File: src/rtl/coh_pkg.sv
package coh_pkg;

  typedef enum logic [1:0] {
    ST_I = 2'b00,
    ST_S = 2'b01,
    ST_E = 2'b10
  } l1_state_e;

  localparam int unsigned NUM_CORES = 2;
  localparam int unsigned ST_W      = 2;

  function automatic int unsigned lat_max(input int unsigned a, input int unsigned b);
    return (a > b) ? a : b;
  endfunction

endpackage

File: src/rtl/coh_decide.sv
module coh_decide
  import coh_pkg::*;
#(
  parameter int unsigned LAT_W     = 16,
  parameter int unsigned HIT_LAT   = 4,
  parameter int unsigned L2_RD_LAT = 14,
  parameter int unsigned L2_WR_LAT = 14,
  parameter int unsigned FILL_LAT  = 10,
  parameter int unsigned INV_LAT   = 20
) (
  input  l1_state_e         own_st,
  input  l1_state_e         peer_st,
  input  logic              is_write,
  input  logic              evicted,
  output l1_state_e         own_nxt,
  output l1_state_e         peer_nxt,
  output logic [LAT_W-1:0]  lat,
  output logic              escalate
);

  localparam int unsigned RD_HIT   = HIT_LAT;
  localparam int unsigned RD_FILL  = lat_max(L2_RD_LAT, FILL_LAT);
  localparam int unsigned WR_HIT_E = HIT_LAT + L2_WR_LAT;
  localparam int unsigned WR_HIT_S = lat_max(HIT_LAT + L2_WR_LAT, INV_LAT);
  localparam int unsigned WR_THRU  = L2_WR_LAT;
  localparam int unsigned WR_INV   = lat_max(L2_WR_LAT, INV_LAT);

  logic own_held;
  logic peer_held;

  assign own_held  = (own_st != ST_I);
  assign peer_held = (peer_st != ST_I);

  always_comb begin
    own_nxt  = own_st;
    peer_nxt = peer_st;
    lat      = '0;
    escalate = 1'b0;
    if (!is_write) begin
      if (own_held) begin
        lat = evicted ? LAT_W'(RD_FILL) : LAT_W'(RD_HIT);
      end else if (peer_held) begin
        own_nxt  = ST_S;
        peer_nxt = ST_S;
        lat      = LAT_W'(RD_FILL);
      end else begin
        escalate = 1'b1;
      end
    end else begin
      if (own_st == ST_E) begin
        if (evicted) begin
          own_nxt = ST_I;
          lat     = LAT_W'(WR_THRU);
        end else begin
          lat     = LAT_W'(WR_HIT_E);
        end
      end else if (own_st == ST_S) begin
        peer_nxt = ST_I;
        if (evicted) begin
          own_nxt = ST_I;
          lat     = LAT_W'(WR_INV);
        end else begin
          own_nxt = ST_E;
          lat     = LAT_W'(WR_HIT_S);
        end
      end else if (peer_held) begin
        peer_nxt = ST_I;
        lat      = LAT_W'(WR_INV);
      end else begin
        escalate = 1'b1;
      end
    end
  end

endmodule

File: src/rtl/coh_escalate.sv
module coh_escalate (
  input  logic clk,
  input  logic rst_n,
  input  logic start,
  input  logic start_write,
  input  logic start_core,
  input  logic up_ack,
  output logic busy,
  output logic up_req,
  output logic up_write,
  output logic fire,
  output logic pend_core,
  output logic pend_write
);

  logic wait_q, wait_d;
  logic write_q, write_d;
  logic core_q, core_d;
  logic cap_en;

  assign cap_en = start && !wait_q;
  assign fire   = wait_q && up_ack;

  always_comb begin
    wait_d  = wait_q;
    write_d = write_q;
    core_d  = core_q;
    if (cap_en) begin
      wait_d  = 1'b1;
      write_d = start_write;
      core_d  = start_core;
    end else if (fire) begin
      wait_d  = 1'b0;
    end
  end

  always_ff @(posedge clk or negedge rst_n) begin
    if (!rst_n) begin
      wait_q  <= 1'b0;
      write_q <= 1'b0;
      core_q  <= 1'b0;
    end else begin
      wait_q  <= wait_d;
      write_q <= write_d;
      core_q  <= core_d;
    end
  end

  assign busy       = wait_q;
  assign up_req     = wait_q;
  assign up_write   = write_q;
  assign pend_core  = core_q;
  assign pend_write = write_q;

  // a pending escalation is held until the reply arrives
  assert_hold_until_ack_R5: assert property (@(posedge clk) disable iff (!rst_n)
    (up_req && !up_ack) |=> up_req);

  // no new escalation is started while one is pending
  assert_no_restart_R5: assert property (@(posedge clk) disable iff (!rst_n)
    wait_q |-> !start);

  // the direction of the escalation is stable while it waits
  assert_dir_stable_R10: assert property (@(posedge clk) disable iff (!rst_n)
    (up_req && $past(up_req)) |-> $stable(up_write));

endmodule

File: src/rtl/coh_l1_state.sv
module coh_l1_state
  import coh_pkg::*;
#(
  parameter int unsigned NC = NUM_CORES
) (
  input  logic                     clk,
  input  logic                     rst_n,
  input  logic [NC-1:0]            en,
  input  logic [NC-1:0][ST_W-1:0]  nxt,
  output logic [NC-1:0][ST_W-1:0]  cur
);

  for (genvar g = 0; g < NC; g++) begin : g_core
    logic [ST_W-1:0] st_q;

    always_ff @(posedge clk or negedge rst_n) begin
      if (!rst_n) begin
        st_q <= ST_I;
      end else if (en[g]) begin
        st_q <= nxt[g];
      end
    end

    assign cur[g] = st_q;

    // no modified encoding is ever held by a write-through copy
    assert_no_mod_state_R1: assert property (@(posedge clk) disable iff (!rst_n)
      st_q != 2'b11);
  end

endmodule

File: src/rtl/coh_cluster_tracker.sv
module coh_cluster_tracker
  import coh_pkg::*;
#(
  parameter int unsigned LAT_W     = 16,
  parameter int unsigned HIT_LAT   = 4,
  parameter int unsigned L2_RD_LAT = 14,
  parameter int unsigned L2_WR_LAT = 14,
  parameter int unsigned FILL_LAT  = 10,
  parameter int unsigned INV_LAT   = 20
) (
  input  logic             clk,
  input  logic             rst_n,
  input  logic             req_valid,
  output logic             req_ready,
  input  logic             req_write,
  input  logic             req_core,
  input  logic             req_evicted,
  output logic             up_req,
  output logic             up_write,
  input  logic             up_ack,
  input  logic [LAT_W-1:0] up_lat,
  output logic             lat_valid,
  output logic [LAT_W-1:0] lat_cycles,
  output logic [3:0]       l1_state
);

  localparam int unsigned NC = NUM_CORES;

  // reset: asserted asynchronously, released on the clock
  logic rst_meta_q, rst_ns;

  always_ff @(posedge clk or negedge rst_n) begin
    if (!rst_n) begin
      rst_meta_q <= 1'b0;
      rst_ns     <= 1'b0;
    end else begin
      rst_meta_q <= 1'b1;
      rst_ns     <= rst_meta_q;
    end
  end

  logic [NC-1:0][ST_W-1:0] st_q;
  logic [NC-1:0][ST_W-1:0] st_nxt;
  logic [NC-1:0]           st_en;

  logic       busy, fire, pend_core, pend_write, accept, escalate;
  l1_state_e  own_st, peer_st, own_nxt, peer_nxt;
  logic [LAT_W-1:0] dec_lat;

  assign req_ready = !busy;
  assign accept    = req_valid && req_ready;
  assign own_st    = l1_state_e'(st_q[req_core]);
  assign peer_st   = l1_state_e'(st_q[~req_core]);

  coh_decide #(
    .LAT_W(LAT_W), .HIT_LAT(HIT_LAT), .L2_RD_LAT(L2_RD_LAT),
    .L2_WR_LAT(L2_WR_LAT), .FILL_LAT(FILL_LAT), .INV_LAT(INV_LAT)
  ) i_decide (
    .own_st   (own_st),
    .peer_st  (peer_st),
    .is_write (req_write),
    .evicted  (req_evicted),
    .own_nxt  (own_nxt),
    .peer_nxt (peer_nxt),
    .lat      (dec_lat),
    .escalate (escalate)
  );

  coh_escalate i_escalate (
    .clk         (clk),
    .rst_n       (rst_ns),
    .start       (accept && escalate),
    .start_write (req_write),
    .start_core  (req_core),
    .up_ack      (up_ack),
    .busy        (busy),
    .up_req      (up_req),
    .up_write    (up_write),
    .fire        (fire),
    .pend_core   (pend_core),
    .pend_write  (pend_write)
  );

  always_comb begin
    st_en  = '0;
    st_nxt = st_q;
    if (accept && !escalate) begin
      st_en             = '1;
      st_nxt[req_core]  = own_nxt;
      st_nxt[~req_core] = peer_nxt;
    end else if (fire && !pend_write) begin
      st_en[pend_core]  = 1'b1;
      st_nxt[pend_core] = ST_E;
    end
  end

  coh_l1_state #(.NC(NC)) i_state (
    .clk   (clk),
    .rst_n (rst_ns),
    .en    (st_en),
    .nxt   (st_nxt),
    .cur   (st_q)
  );

  // latency result register
  logic             vld_d, vld_q;
  logic [LAT_W-1:0] lat_d, lat_q;
  logic             lat_en;

  always_comb begin
    vld_d  = (accept && !escalate) || fire;
    lat_en = vld_d;
    lat_d  = fire ? up_lat : dec_lat;
  end

  always_ff @(posedge clk or negedge rst_ns) begin
    if (!rst_ns) begin
      vld_q <= 1'b0;
      lat_q <= '0;
    end else begin
      vld_q <= vld_d;
      if (lat_en) lat_q <= lat_d;
    end
  end

  assign lat_valid  = vld_q;
  assign lat_cycles = lat_q;
  assign l1_state   = {st_q[1], st_q[0]};

  // an exclusive copy excludes any copy in the other core
  assert_excl_alone_R1: assert property (@(posedge clk) disable iff (!rst_ns)
    (l1_state[1:0] == 2'b10 || l1_state[3:2] == 2'b10) |->
      (l1_state[1:0] == 2'b00 || l1_state[3:2] == 2'b00));

  // requests are held off while the cluster level is consulted
  assert_stall_while_pending_R5: assert property (@(posedge clk) disable iff (!rst_ns)
    up_req |-> !req_ready);

  // the reply latency is reported in the cycle after the reply
  assert_reply_reported_R11: assert property (@(posedge clk) disable iff (!rst_ns)
    (up_req && up_ack) |=> (lat_valid && lat_cycles == $past(up_lat)));

  // a clean read hit costs the hit time and leaves states alone
  assert_read_hit_R2: assert property (@(posedge clk) disable iff (!rst_ns)
    (req_valid && req_ready && !req_write && !req_evicted &&
     ((req_core ? l1_state[3:2] : l1_state[1:0]) != 2'b00))
    |=> (lat_valid && lat_cycles == LAT_W'(HIT_LAT) && $stable(l1_state)));

endmodule

File: config.mk
export PLATFORM = sky130hd
export DESIGN_NAME = coh_cluster_tracker
export DESIGN_NICKNAME = d
export VERILOG_FILES = /design/src/rtl/coh_pkg.sv /design/src/rtl/coh_decide.sv /design/src/rtl/coh_escalate.sv /design/src/rtl/coh_l1_state.sv /design/src/rtl/coh_cluster_tracker.sv
export SDC_FILE = /design/constraint.sdc
export NUM_CORES = 1
export LEC_CHECK = 0
export ABC_CLOCK_PERIOD_IN_PS = 1070
export BUFFER_PORTS_ARGS = -buffer_cell sky130_fd_sc_hd__buf_2
export CAP_MARGIN = 20
export CELL_PAD_IN_SITES_DETAIL_PLACEMENT = 1
export CELL_PAD_IN_SITES_GLOBAL_PLACEMENT = 2
export CORE_ASPECT_RATIO = 0.9
export CORE_MARGIN = 3
export CORE_UTILIZATION = 28
export CTS_CLUSTER_SIZE = 8
export DETAILED_ROUTE_END_ITERATION = 16
export MAX_ROUTING_LAYER = met4
export PLACE_DENSITY = 0.79
export SETUP_SLACK_MARGIN = 0.02
export SLEW_MARGIN = 0
export SYNTH_ARGS = -nofsm -noshare
export SYNTH_HDL_FRONTEND = slang
export SYNTH_SLANG_ARGS = --single-unit
File: constraint.sdc
create_clock -name clk -period 1.07 [get_ports clk]
set_input_delay 0.107 -clock clk [delete_from_list [all_inputs] [get_ports clk]]
set_output_delay 0.107 -clock clk [all_outputs]
set_load 0.01 [all_outputs]
# [Word level (Yosys, flattened, before mapping)]
# Cells that the tools add are included.
[totals] latch_bits=0 n_memories=0 elab_cells=87 mem_bits_rw=0 output_inout_bits=24 rom_bits=0 regBits=26 inputBits=23
[classes] n_mul=0 eq_ne=2 n_bitwise=4 n_addsub=0 order_cmp=6 n_reduce_logical=19 muxes=47 shift=0 div_mod_pow=0
[op_table] operator="2-to-1 mux 16 bit" n=5
[op_table] operator="2-to-1 mux 2 bit" n=22
[op_table] operator="2-to-1 mux 4 bit" n=4
[op_table] operator="2-to-1 mux 5 bit" n=2
[op_table] operator="logical AND 1 bit" n=9
[op_table] operator="bitwise mux 4 bit" n=2
[op_table] operator="2-to-1 mux 1 bit" n=8
[op_table] operator="nonzero test 2 bit" n=4
[op_table] operator="demux 2 bit (select 1 bit)" n=3
[op_table] operator="< comparator 1 x 2 -> 1 bit (second input constant)" n=3
[op_table] operator="AND reduction 2 bit" n=2
[op_table] operator=">= comparator 1 bit (second input constant)" n=3
[op_table] operator="logical NOT 1 bit" n=3
[op_table] operator="AND 2 bit" n=1
[op_table] operator="equality test 2 x 1 -> 1 bit (second input constant)" n=1
[op_table] operator="equality test 2 bit (second input constant)" n=1
[op_table] operator="inverter 2 bit" n=1
[op_table] operator="OR 2 bit" n=1
[op_table] operator="demux 1 bit (select 1 bit)" n=1
[op_table] operator="logical OR 1 bit" n=1
[op_table] operator="inverter 1 bit" n=1

# [Depth between registers and ports, before layout]
[depth] depth_word=12 depth_mapped=7 mapped_depth_nobuf=5

# [By module]
# Synthesis repeated with hierarchy kept, for this count alone.
[unflattened] hier_cells=182 area_unflattened_um2=1672.9
[by_module_without_submodules] mod="coh_cluster_tracker" cells_per_inst=116 area_per_inst_um2=1081.0 seq_area_each_um2=475.5 instances=1
[by_module_without_submodules] mod="coh_decide" cells_per_inst=47 area_per_inst_um2=292.8 seq_area_each_um2=0.0 instances=1
[by_module_without_submodules] mod="coh_escalate" cells_per_inst=11 area_per_inst_um2=153.9 seq_area_each_um2=75.1 instances=1
[by_module_without_submodules] mod="coh_l1_state" cells_per_inst=8 area_per_inst_um2=145.1 seq_area_each_um2=100.1 instances=1

# [Worst setup path before layout]
# Ideal clock, no wire load.
[synth_timing] path_type="register -> register" startpoint="register i_state.g_core[1].st_q[1]" endpoint="register lat_q[4] (netlist: lat_cycles[4])" slack_ns=-0.610 arrival_ns=1.556 path_stages_with_launch=7 synth_period_minus_slack_ns=1.680 setup_ns=0.124 path_buffers=1 t_required_ns=0.946 cell_sequence="dfrtp_1 -> buf_6 -> and3_4 -> a311oi_2 -> nand2_2 -> and3_1 -> a211o_1"
[synth_via] elab_chain_len=10 word_cells_on_any_way=21 cone_classes="eq/ne (2); mux (14); reduce/logical (5)"
[synth_rtl] element="start, declared" line="coh_l1_state.sv:14" rtl="logic [ST_W-1:0] st_q;"
[synth_rtl] element="start signal, assigned" line="coh_l1_state.sv:20" rtl="st_q <= nxt[g];"
[synth_rtl] element="2-to-1 mux 2 bit (implied by the code) (2 in a row)" line="coh_cluster_tracker.sv:53" rtl="assign peer_st = l1_state_e'(st_q[~req_core]);"
[synth_rtl] element="nonzero test 2 bit" line="coh_decide.sv:32" rtl="assign peer_held = (peer_st != ST_I);"
[synth_rtl] element="2-to-1 mux 1 bit" line="coh_decide.sv:42, coh_decide.sv:66"
[synth_rtl] element="2-to-1 mux 1 bit" line="coh_decide.sv:57" rtl="end else if (own_st == ST_S) begin"
[synth_rtl] element="2-to-1 mux 1 bit" line="coh_decide.sv:50" rtl="if (own_st == ST_E) begin"
[synth_rtl] element="2-to-1 mux 1 bit" line="coh_decide.sv:39" rtl="if (!is_write) begin"
[synth_rtl] element="logical NOT 1 bit" line="coh_cluster_tracker.sv:111" rtl="vld_d = (accept && !escalate) || fire;"
[synth_rtl] element="logical AND 1 bit" line="coh_cluster_tracker.sv:111"
[synth_rtl] element="logical OR 1 bit" line="coh_cluster_tracker.sv:111"
[synth_rtl] element="end signal, assigned" line="coh_cluster_tracker.sv:122" rtl="if (lat_en) lat_q <= lat_d;"
[synth_rtl] element="end, declared" line="coh_cluster_tracker.sv:107" rtl="logic [LAT_W-1:0] lat_d, lat_q;"
# Parallel ways exist; a longest one is shown, timed or not. The select of a mux whose other input is x is not followed.
# A chain may end at the register's enable or synchronous reset.

# [Final worst setup path]
[layout_timing] startpoint="register i_state.g_core[1].st_q[1]" endpoint="register i_escalate.core_q (netlist: i_escalate.pend_core)"
[layout_via] elab_chain_len=9 word_cells_on_any_way=15 cone_classes="eq/ne (2); mux (9); reduce/logical (4)"
[layout_rtl] element="2-to-1 mux 2 bit (implied by the code) (2 in a row)" line="coh_cluster_tracker.sv:53"
[layout_rtl] element="nonzero test 2 bit" line="coh_decide.sv:32"
[layout_rtl] element="2-to-1 mux 1 bit" line="coh_decide.sv:42, coh_decide.sv:66"
[layout_rtl] element="2-to-1 mux 1 bit" line="coh_decide.sv:57"
[layout_rtl] element="2-to-1 mux 1 bit" line="coh_decide.sv:50"
[layout_rtl] element="2-to-1 mux 1 bit *" line="coh_decide.sv:39"
[layout_rtl] element="logical AND 1 bit *" line="coh_cluster_tracker.sv:72" rtl=".start (accept && escalate),"
[layout_rtl] element="logical AND 1 bit *" line="coh_escalate.sv:21" rtl="assign cap_en = start && !wait_q;"
[layout_rtl] element="end signal, assigned" line="coh_escalate.sv:45" rtl="core_q <= core_d;"
[layout_rtl] element="end, declared" line="coh_escalate.sv:18" rtl="logic core_q, core_d;"
# Every way passes the cells marked *; elsewhere a longest branch is shown, timed or not. The select of a mux whose other input is x is not followed.

==> qor.yml <==
synthesis:
  async_flop_share: 1.00
  ys_warn_count: 0
  synth_ff_type: "dfrtp_1"
  seq_area_frac_synth: 0.456
  synth-edff-count: 0
  syn-mean-instance-area_sq_um: 8.70
  synth_cell_type_count: 44
  postSynthCellCount: 164
  synth-seq-cells: 26
  syn_nets: 187
  syn_area_sq_um: 1430
power_and_ir_drop:
  power_density_nw_per_um2: 2910
  power.leakage_nw: 1.10
  peakVddDrop_uv: 1380
place:
  placed_cells_incl_taps: 303
  dp_hpwl_um: 3940
  placed_cell_area_sq_um: 2030
  gp_congestion: 0.899
  post-place-ws_ns: -0.596
  placement.io_buffers: 46
final_layout:
  nets: 279
  fin_area_sq_um: 2300
  layout-drive-gt1-share: 0.528
  diodes: 0
  layout_commonest_cell: "buf_2"
  register_area_sq_um: 656
  area_growth_pct: 61.1
  multiInputGateArea_sq_um: 798
  finalNonFillerCells: 316
  final.fill_count: 588
  mostFrequentLayoutCells: "buf_2 (39), buf_4 (38), nand2_1 (33), dfrtp_1 (22), buf_6 (20)"
floorplan:
  die_w_um: 81.2
  ios: 47
  start_util: 0.304
  dieArea_sq_um: 5990
  coreArea_sq_um: 4690
  die_h_um: 73.7
  num_rows: 23
cts:
  numCtsBuffers: 3
  cts_root_buf: "clkbuf_8"
  htreeDepth: 1
  cts_buffer_depth: 2
  cts_tree: "yes"
  clk_latency_ns: 0.27
  clkSinkCount: 26
  clk_pin_slew_ns: 0.09
global_route:
  antenna_found_initial: 0
  grt_max_degree: 25
  first_global_vias: 1694
  grt_pass1_wl_um: 8750
  grt_util_all_layers: 0.199
  grt-ovfl-total: 0
sta:
  slew_viol_final: 0
  finalHoldViolCount: 0
  worst_clock_skew_ns: 0.00290
  fin_crit_ns: 1.64
  setup_tns_ns: -12.69
  setup_slack_ns: -0.572
  setup_viol: 29
  max_freq_mhz: 609
  period_share: 1.53
  rsz0062_at_grt: "true"
route:
  routed_wl_um: 5400
  first_pass_iters: 4
  wire_per_inst_um: 17.1
  drc: 0
  vias_per_cell: 4.99
  first_iter_violations: 23
  ant_nets: 0
  via_count: 1578
worst_setup_path:
  cp-end-kind: "flop"
  critical_path_arrival_ns: 1.81
  critPathKind: "reg2reg"
  critPathLaunchType: "flop"
  cp_max_fo: 4
  critPathRequiredTime_ns: 1.23
hold_path:
  hold_path.class: "in2reg"
outcome:
  status: "finished, violations left"
  violations: "negative setup slack"
flow_run:
  cap_violations: 0
-- sequential cells by signal (all words and copies together) (netlist names) --
register,cells
i_escalate.pend_write,1
rst_meta_q,1
i_escalate.busy,1
lat_cycles,16
i_escalate.pend_core,1
lat_valid,1
i_state.g_core.st_q,4
rst_ns,1
-- path summary, 6_finish.rpt --
| kind | startpoint | to | slack (ns) | depth (start not counted) |
|---|---|---|---|---|
| worst max register to register | i_state.g_core[1].st_q[1] | i_escalate.pend_core | -0.57 | 6 |
| max in group asynchronous | rst_ns | i_state.g_core[0].st_q[0] | 0.55 | 1 |
| worst max-delay path | i_state.g_core[1].st_q[1] | i_escalate.pend_core | -0.57 | 6 |
| min in group asynchronous | rst_n | rst_ns | 0.13 | 2 |
| worst min register to register | rst_ns | lat_cycles[15] | 0.25 | 1 |
| worst min-delay path | up_lat[10] | lat_cycles[10] | 0.04 | 3 |
-- worst max-delay path, stage by stage, from the launching register on --
cell and delay (ns):
dfrtp_2 0.45, buf_6 0.14, nor2_4 0.14, nand4_1 0.16, and2_4 0.23, nor2_4 0.11
mux2_4 0.30
-- metrics by stage --
step                      hold slack, ns  power, W   util
final                             0.0405   0.00669  0.490
after global routing              0.0296   0.00720  0.490
after CTS                         0.0382   0.00649  0.479
after detailed placement          -0.106   0.00522  0.432
after global placement            -0.110   0.00508  0.432
after floorplan                   -0.189   0.00366      -
-- synthesized netlist by cell type (all sizes together) (3+ instances only) --
master	number	share of area
o21ai	18	0.063
nor3	9	0.042
and3	4	0.021
dfrtp	26	0.46
and2	3	0.015
nand2	35	0.094
a21oi	9	0.032
clkbuf	5	0.013
nor2	12	0.033
buf	6	0.032
nand3	5	0.018
-- report_power, final --
| group | total [W] | leakage, nW | internal (W) | switching [W] |
|---|---|---|---|---|
| clock network | 0.000559 | 0.0216 | 0.000253 | 0.000306 |
| logic | 0.00439 | 0.751 | 0.00228 | 0.00211 |
| registers | 0.00174 | 0.327 | 0.00140 | 0.000341 |
-- cells by family after synthesis --
logic type / Yosys count / share of synthesized area
simple gates: 81 / 0.288
compound gates: 42 / 0.196
flops: 26 / 0.456
buf+inv: 13 / 0.0500
mux: 1 / 0.00789
other cells: 1 / 0.00263
-- layer usage --
layer,GRT usage,routed length (um),up-vias
li1,-,-,757
met4,0.0225,43,0
met1,0.247,2380,787
met3,0.0355,161,6
met2,0.347,2820,28
met5,-,0,-
-- repair_timing --
item | CTS | global route
setup endpoints to repair | 29 | 31
hold buffers | 1 | 0
cloned | 0 | 0
endpoints found under the hold margin | 2 | 0
gates resized for setup | 29 | 12
pin swaps | 9 | 4
setup buffers | 9 | 6
-- cell type report --
cell class / count / share of cell area
clock buffer: 3 / 0.0180
sequential: 26 / 0.285
timing repair buffer: 98 / 0.311
tap: 62 / 0.0338
multi-input combinational: 125 / 0.347
inverter: 2 / 0.00435
Note: power is estimated with default switching activity, not from simulation.
